==> src/rtl/limb_rshift_carry.sv <==
module limb_rshift_carry #(
  parameter int W       = 64,
  parameter bit OUT_REG = 1'b0
) (
  input  logic         clk,
  input  logic         rst_n,
  input  logic [W-1:0] data_in,
  input  logic [W-1:0] carry_in,
  input  logic [W-1:0] amount,
  output logic [W-1:0] result,
  output logic [W-1:0] carry_out
);
  localparam int SW = $clog2(W);
  localparam logic [SW:0] WIDE_W = SW'(0) + (SW+1)'(W);

  logic [SW-1:0] n;
  logic [SW:0]   back;
  logic [W-1:0]  rot, keep, res_c, cry_c;

  assign n     = amount[SW-1:0];
  assign back  = WIDE_W - {1'b0, n};
  assign rot   = (data_in >> n) | (data_in << back);
  assign keep  = {W{1'b1}} >> n;
  assign res_c = (rot & keep) | (carry_in & ~keep);
  assign cry_c = rot & ~keep;

  generate
    if (OUT_REG) begin : g_reg
      always_ff @(posedge clk or negedge rst_n) begin
        if (!rst_n) begin
          result    <= '0;
          carry_out <= '0;
        end else begin
          result    <= res_c;
          carry_out <= cry_c;
        end
      end

      assert_pipe_delay_R7: assert property (@(posedge clk) disable iff (!rst_n)
        $past(rst_n) |-> (result == $past(res_c) && carry_out == $past(cry_c)));
    end else begin : g_comb
      assign result    = res_c;
      assign carry_out = cry_c;
    end
  endgenerate

  assert_zero_shift_R5: assert property (@(posedge clk) disable iff (!rst_n)
    (n == '0) |-> (res_c == data_in && cry_c == '0));

  assert_rebuild_data_R2: assert property (@(posedge clk) disable iff (!rst_n)
    (n != '0) |-> (((res_c << n) | (cry_c >> back)) == data_in));

  assert_carry_low_clear_R4: assert property (@(posedge clk) disable iff (!rst_n)
    (n != '0) |-> ((cry_c << n) == '0));

  assert_top_from_carry_R3: assert property (@(posedge clk) disable iff (!rst_n)
    (n != '0) |-> ((res_c >> back) == (carry_in >> back)));
endmodule

==> config.mk <==
export PLATFORM = sky130hd
export DESIGN_NAME = limb_rshift_carry
export DESIGN_NICKNAME = d
export VERILOG_FILES = /design/src/rtl/limb_rshift_carry.sv
export SDC_FILE = /design/constraint.sdc
export NUM_CORES = 1
export LEC_CHECK = 0
export BUFFER_PORTS_ARGS = -buffer_cell sky130_fd_sc_hd__buf_2
export CAP_MARGIN = 20
export CORE_ASPECT_RATIO = 1.25
export CORE_UTILIZATION = 51
export DETAILED_ROUTE_END_ITERATION = 6
export PLACE_DENSITY = 0.9
export SLEW_MARGIN = 20
export SYNTH_ARGS = -nofsm -noshare
export SYNTH_HDL_FRONTEND = slang
export SYNTH_SLANG_ARGS = --single-unit
==> constraint.sdc <==
create_clock -name vclk -period 5.9
set_clock_uncertainty 0.15 [all_clocks]
set_input_delay 1.18 -clock vclk [all_inputs]
set_output_delay 1.18 -clock vclk [all_outputs]
set_load 0.02 [all_outputs]
### After elaboration in Yosys (flattened, before gate mapping)

Index checks and enable logic that the tools add are counted.

* output and inout bits: 128
* word-level logic and storage cells: 10
* register bits: 0

* shifts and indexed selects: 3
* add/subtract/negate cells: 1
* bitwise operators: 6

Operators by type and width (count)
* bitwise AND 64 bit: 3
* OR 64 bit: 2
* NOT 64 bit: 1
* << shifter 64 x 7 -> 64 bit: 1
* >> shifter 64 x 6 -> 64 bit: 1
* >> shifter 64 x 6 -> 64 bit (first input constant): 1
* subtractor 7 x 6 -> 7 bit (first input constant): 1

### Logic depth before layout (Yosys ltp)

Gate-level depths: netlist (run 1).

* depth after elaboration: 5
* gate-level depth with buffers: 16
* mapped depth without buffers: 9

### Worst setup path after synthesis (run 1)

Ideal clock, no wire load.

* path type: in2out
* start: input port amount[0]
* end: output port result[24]
* slack: -344 ps
* data arrival time: 4914 ps
* cell stages on the path: 13
* cells stage by stage: buf_6 -> inv_2 -> buf_2 -> buf_4 -> buf_2 -> buf_2 -> ha_1 -> ha_1 -> inv_2 -> buf_1 -> mux4_2 -> o221a_2 -> a31oi_1

* word-level cells in the longest chain between the ends: 5
* elaborated cells between the ends (all ways): 9
* classes of those cells: 1 x add/sub; 3 x shift; 5 x bitwise

Ends and longest elaborated chain
* start, declared: RTL line 9 `input logic [W-1:0] amount,`
* subtractor 7 x 6 -> 7 bit: RTL line 21 `assign back = WIDE_W - {1'b0, n};`
* << shifter 64 x 7 -> 64 bit: RTL line 22 `assign rot = (data_in >> n) | (data_in << back);`
* OR 64 bit: RTL line 22
* bitwise AND 64 bit: RTL line 24 `assign res_c = (rot & keep) | (carry_in & ~keep);`
* OR 64 bit *: RTL line 24
* end, declared: RTL line 10 `output logic [W-1:0] result,`

Mark *: on every way between the ends. The rest lies on a longest branch, timed or not.

### Worst setup path in the final report (run 1)

* start: input port amount[0]
* end: output port result[52]

Same word-level chain as after synthesis.

==> flow_summary_export.csv, run 1 <==
group,metric,value,unit
status,status,"finished, final reports clean",
logic_synthesis,yosysTopAreaCell,"mux4_2",
routing,dr_total_vias,13770,
routing,finalWirelength,61.55,mm
timing,min_period_over_period,0.9905,
logic_synthesis,synthSimpleGateAreaFrac,0.1621,
clock_tree,postCtsSetupRepairBufs,0,
floorplan,fp.dieH,167.9,µm
timing,max_slew_margin,0.2644,
finish,fillCellCount,1896,
worst_setup_path,arrival,4.51,ns
timing,fin_hold_ws,2.556,ns
worst_setup_path,required,4.57,ns
floorplan,coreArea,0.02155,mm²
grt,grt_max_degree,83,
logic_synthesis,ys_top_cells_by_area,"mux4_2 31%, mux2_2 12%, mux2i_1 10%",
routing,drt-vias-per-instance,7.769,
finish,areaGrowthSynthToFinish,15.75,%
timing,fmax,171.1,MHz
floorplan,rows,60,
finish,drive_gt1_frac,0.4651,
routing,dr.first_iter.drc_count,2363,
timing,hold_viol_final,0,
place,port_buffers,260,
logic_synthesis,syn-num-nets,1473,
place,place_congestion,1.119,
logic_synthesis,synth_top_family_by_area,"multiplexers",
timing,maxSlewViolCount,0,
logic_synthesis,synth_compound_area_frac,0.2172,
logic_synthesis,synthXorXnorAreaFrac,0.003009,
routing,drt-wirelength-per-cell,34.73,µm
logic_synthesis,synthCells,1275,
finish,seq_area,0,µm²
finish,layout_commonest_cell,"buf_2",
run,drv_cap,0,
logic_synthesis,synth.top_cell.area_share,0.3130,
grt,track_usage,0.5373,
clock_tree,cts_resized,0,
finish,multiInputGateArea,0.01062,mm²
floorplan,num_io_pins,322,
place,hpwl,48.60,mm
logic_synthesis,ys_seq_area_frac,0,
routing,final_antenna_net_count,0,
worst_setup_path,end_kind,"primary output",
timing,final-setup-viol-count,0,
grt,antenna_found_initial,2,
logic_synthesis,syn-mean-instance-area,8.805,µm²
floorplan,initial_core_util,0.5210,
clock_tree,ctsHoldBuffers,0,
routing,drcViolationCount,0,
finish,seq_cell_count,0,
floorplan,die_area,0.02261,mm²
timing,tightest_slew,1.103,ns
timing,setup-tns-final,0,ns
logic_synthesis,yosys_warnings,0,
logic_synthesis,synthMuxAreaShare,0.5444,
finish,n_clock_buffer,0,
routing,first_pass_iters,7,
worst_setup_path,startpoint_type,"primary input",
timing,rsz0062_at_grt,"no",
finish,final_cell_mix,"257 x buf_2, 174 x nor2_1, 156 x mux4_2",
grt,grt_pass1_wl,87.95,mm
logic_synthesis,synth_fa_ha_area_frac,0.004458,
grt,overflow,0,
grt,grt_pass1_vias,12670,
worst_hold_path,hold_class,"primary input to primary output",
logic_synthesis,yosysUniqueCellTypes,88,
logic_synthesis,synth_area,0.01123,mm²
finish,layout.nets,1692,
floorplan,fp.dieW,134.7,µm
timing,min_period,5.844,ns
worst_setup_path,path_class,"primary input to primary output",
worst_setup_path,cp_max_fo,23,
through the flow:
step	instances	instance area (µm²)	setup WS [ns]	utilization
6_report	1772	12990	0.05599	0.6031
5_1_grt	1771	12990	0.03445	0.6030
4_1_cts	1771	12950	0.1143	0.6010
3_5_place_dp	1771	12950	0.1360	0.6010
3_3_place_gp	1771	12950	0.1771	0.6010
2_1_floorplan	1275	11330	0.05118	-
logic make-up (layout without fill, tap and decap cells):
| family | after synthesis | count (layout) |
|---|---|---|
| multiplexers | 399 | 399 |
| AND/OR/NAND/NOR | 392 | 392 |
| AO/OA/AOI/OAI | 342 | 342 |
| buffers and inverters | 134 | 351 |
| adder cells (fa/ha/maj) | 4 | 4 |
| XOR/XNOR | 3 | 3 |
| other | 1 | 2 |
area by class of cell:
class                           count  share of cell area
Inverter                           10            0.002985
Timing Repair Buffer              341              0.1526
Multi-Input combinational cell   1141              0.8173
Tap cell                          279             0.02687
Antenna cell                        1           0.0001926
cells in the mapped netlist (all sizes together), types with 11 or more instances:
| cell | instances |
|---|---|
| a211oi | 15 |
| a21oi | 89 |
| a31oi | 35 |
| a41oi | 11 |
| buf | 85 |
| clkbuf | 39 |
| mux2 | 126 |
| mux2i | 117 |
| mux4 | 156 |
| nand2 | 103 |
| nand2b | 18 |
| nand3 | 12 |
| nor2 | 175 |
| nor2b | 13 |
| nor3 | 21 |
| o211ai | 17 |
| o21ai | 42 |
| o22ai | 19 |
| or2 | 12 |
layer usage:
| layer | wire length (µm) | global-route usage |
|---|---|---|
| met3 | 8513 | 0.1488 |
| met1 | 21090 | 0.6601 |
| met5 | 10 | 0 |
| met2 | 26390 | 0.8039 |
| met4 | 5545 | 0.3928 |
worst max-delay path, cell delays in order:
cell	delay, ns
buf_6	0.20
clkinv_2	0.09
ha_2	0.35
buf_4	0.32
buf_4	0.36
mux2_2	0.39
mux2i_2	0.30
mux4_2	0.33
nor2_1	0.04
o21ai_0	0.51
a41oi_1	0.21
buf_2	0.20
path summary, 6_finish.rpt:
kind	from	endpoint	slack [ns]	depth (start not counted)
min	carry_in[14]	result[14]	2.56	3
max	amount[0]	result[52]	0.06	12
==> inputs of run 2 (changes only) <==
ABC_CLOCK_PERIOD_IN_PS = 5900   (was not set)
CORE_UTILIZATION = 38   (was 51)
PLACE_DENSITY = 0.72   (was 0.9)
==> flow_summary_export.csv, run 2 (synthesized netlist as in run 1, its figures left out) <==
group,metric,value,unit
status,status,"finished, final reports clean",
finish,drive_gt1_frac,0.4658,
finish,layout.nets,1705,
pwr,p_switching,1235,µW
place,hpwl,50.15,mm
timing,maxSlewViolCount,0,
clock_tree,ctsHoldBuffers,0,
pwr,p_per_area,151.9,mW/mm²
routing,dr_total_vias,13350,
pwr,total_power,2008,µW
grt,overflow,0,
routing,finalWirelength,61.31,mm
timing,max_slew_margin,0.3667,
worst_setup_path,arrival,4.42,ns
clock_tree,postCtsSetupRepairBufs,0,
place,place_congestion,1.097,
pwr,p_int,773.1,µW
worst_hold_path,hold_class,"primary input to primary output",
floorplan,rows,70,
pwr,seq_power_share,0,
grt,grt_pass1_wl,87.05,mm
worst_setup_path,end_kind,"primary output",
grt,grt_max_degree,74,
finish,seq_cell_count,0,
finish,fin_area,0.01321,mm²
floorplan,coreArea,0.02917,mm²
place,placed_cell_area,0.01321,mm²
floorplan,fp.dieH,194.2,µm
timing,tightest_slew,0.9499,ns
finish,areaGrowthSynthToFinish,17.71,%
timing,final-setup-viol-count,0,
pwr,pwr-share-clk,0,
floorplan,die_area,0.03024,mm²
timing,min_period_over_period,0.9751,
timing,fmax,173.8,MHz
routing,drt-wirelength-per-cell,32.22,µm
run,drv_cap,0,
grt,track_usage,0.3964,
worst_setup_path,required,4.57,ns
routing,drcViolationCount,0,
timing,rsz0062_at_grt,"no",
timing,min_period,5.753,ns
routing,drt-vias-per-instance,7.015,
pwr,peakVddDrop,0.1468,mV
grt,grt_pass1_vias,12460,
finish,final_cell_mix,"257 x buf_2, 174 x nor2_1, 156 x mux4_2",
place,pre_cts_slack,0.1483,ns
routing,dr.first_iter.drc_count,1801,
finish,n_clock_buffer,0,
worst_setup_path,path_class,"primary input to primary output",
timing,hold_viol_final,0,
finish,layout_commonest_cell,"buf_2",
routing,final_antenna_net_count,0,
worst_setup_path,startpoint_type,"primary input",
pwr,netSwitchingFraction,0.6149,
pwr,comb_power_share,1.000,
timing,worst_slack,0.1468,ns
place,port_buffers,260,
floorplan,fp.dieW,155.7,µm
floorplan,num_io_pins,322,
timing,fin_hold_ws,2.553,ns
floorplan,initial_core_util,0.3849,
grt,antenna_found_initial,3,
pwr,leakagePower,0.005239,µW
worst_setup_path,cp_max_fo,51,
timing,setup-tns-final,0,ns
finish,seq_area,0,µm²
routing,first_pass_iters,6,
==> run 2: metal layers <==
layer  part of all wire  vias to the layer above  GRT usage
li1                   -                     5594          -
met1               0.36                     6422     0.4914
met2               0.45                     1086     0.6315
met3               0.10                      247    0.06191
met4              0.086                        0     0.2691
met5                  0                        -          0
==> run 2: worst max-delay path, stage by stage <==
cell,delay [ns]
buf_6,0.08
buf_12,0.28
buf_6,0.44
buf_4,0.29
mux2i_1,0.64
mux4_2,0.38
nor2_1,0.06
o21ai_0,0.53
a41oi_1,0.24
buf_2,0.22
==> run 2: worst paths after layout <==
path / from / endpoint / cells after the start
setup / recovery: amount[0] / result[49] / 10
hold / removal: carry_in[13] / result[13] / 3
==> run 2: what timing repair did <==
item                                    CTS  global route
hold endpoints to repair                  0             0
gates resized for setup                   0             1
endpoints found under the setup margin    0             2
==> run 2: final cells by class <==
class | instances | area, µm²
diodes | 2 | 5.005
fillers | 2885 | 15950
inverters | 10 | 38.79
multi-input cells | 1141 | 10580
well taps | 396 | 495.5
repair buffers | 354 | 2097
==> run 2: per-stage QoR <==
stage / utilization / cells
6_report: 0.4531 / 1903
5_1_grt: 0.4529 / 1901
4_1_cts: 0.4528 / 1901
3_5_place_dp: 0.4528 / 1901
3_3_place_gp: 0.4528 / 1901
2_1_floorplan: - / 1275
==> run 2: power groups by stage <==
stage	registers, µW	clock network (µW)	logic (µW)
floorplan	0	0	1220
global placement	0	0	1920
detailed placement	0	0	1930
CTS	0	0	1940
global route	0	0	2060
finish	0	0.0000454	2010
(Power assumes the default switching activity.)
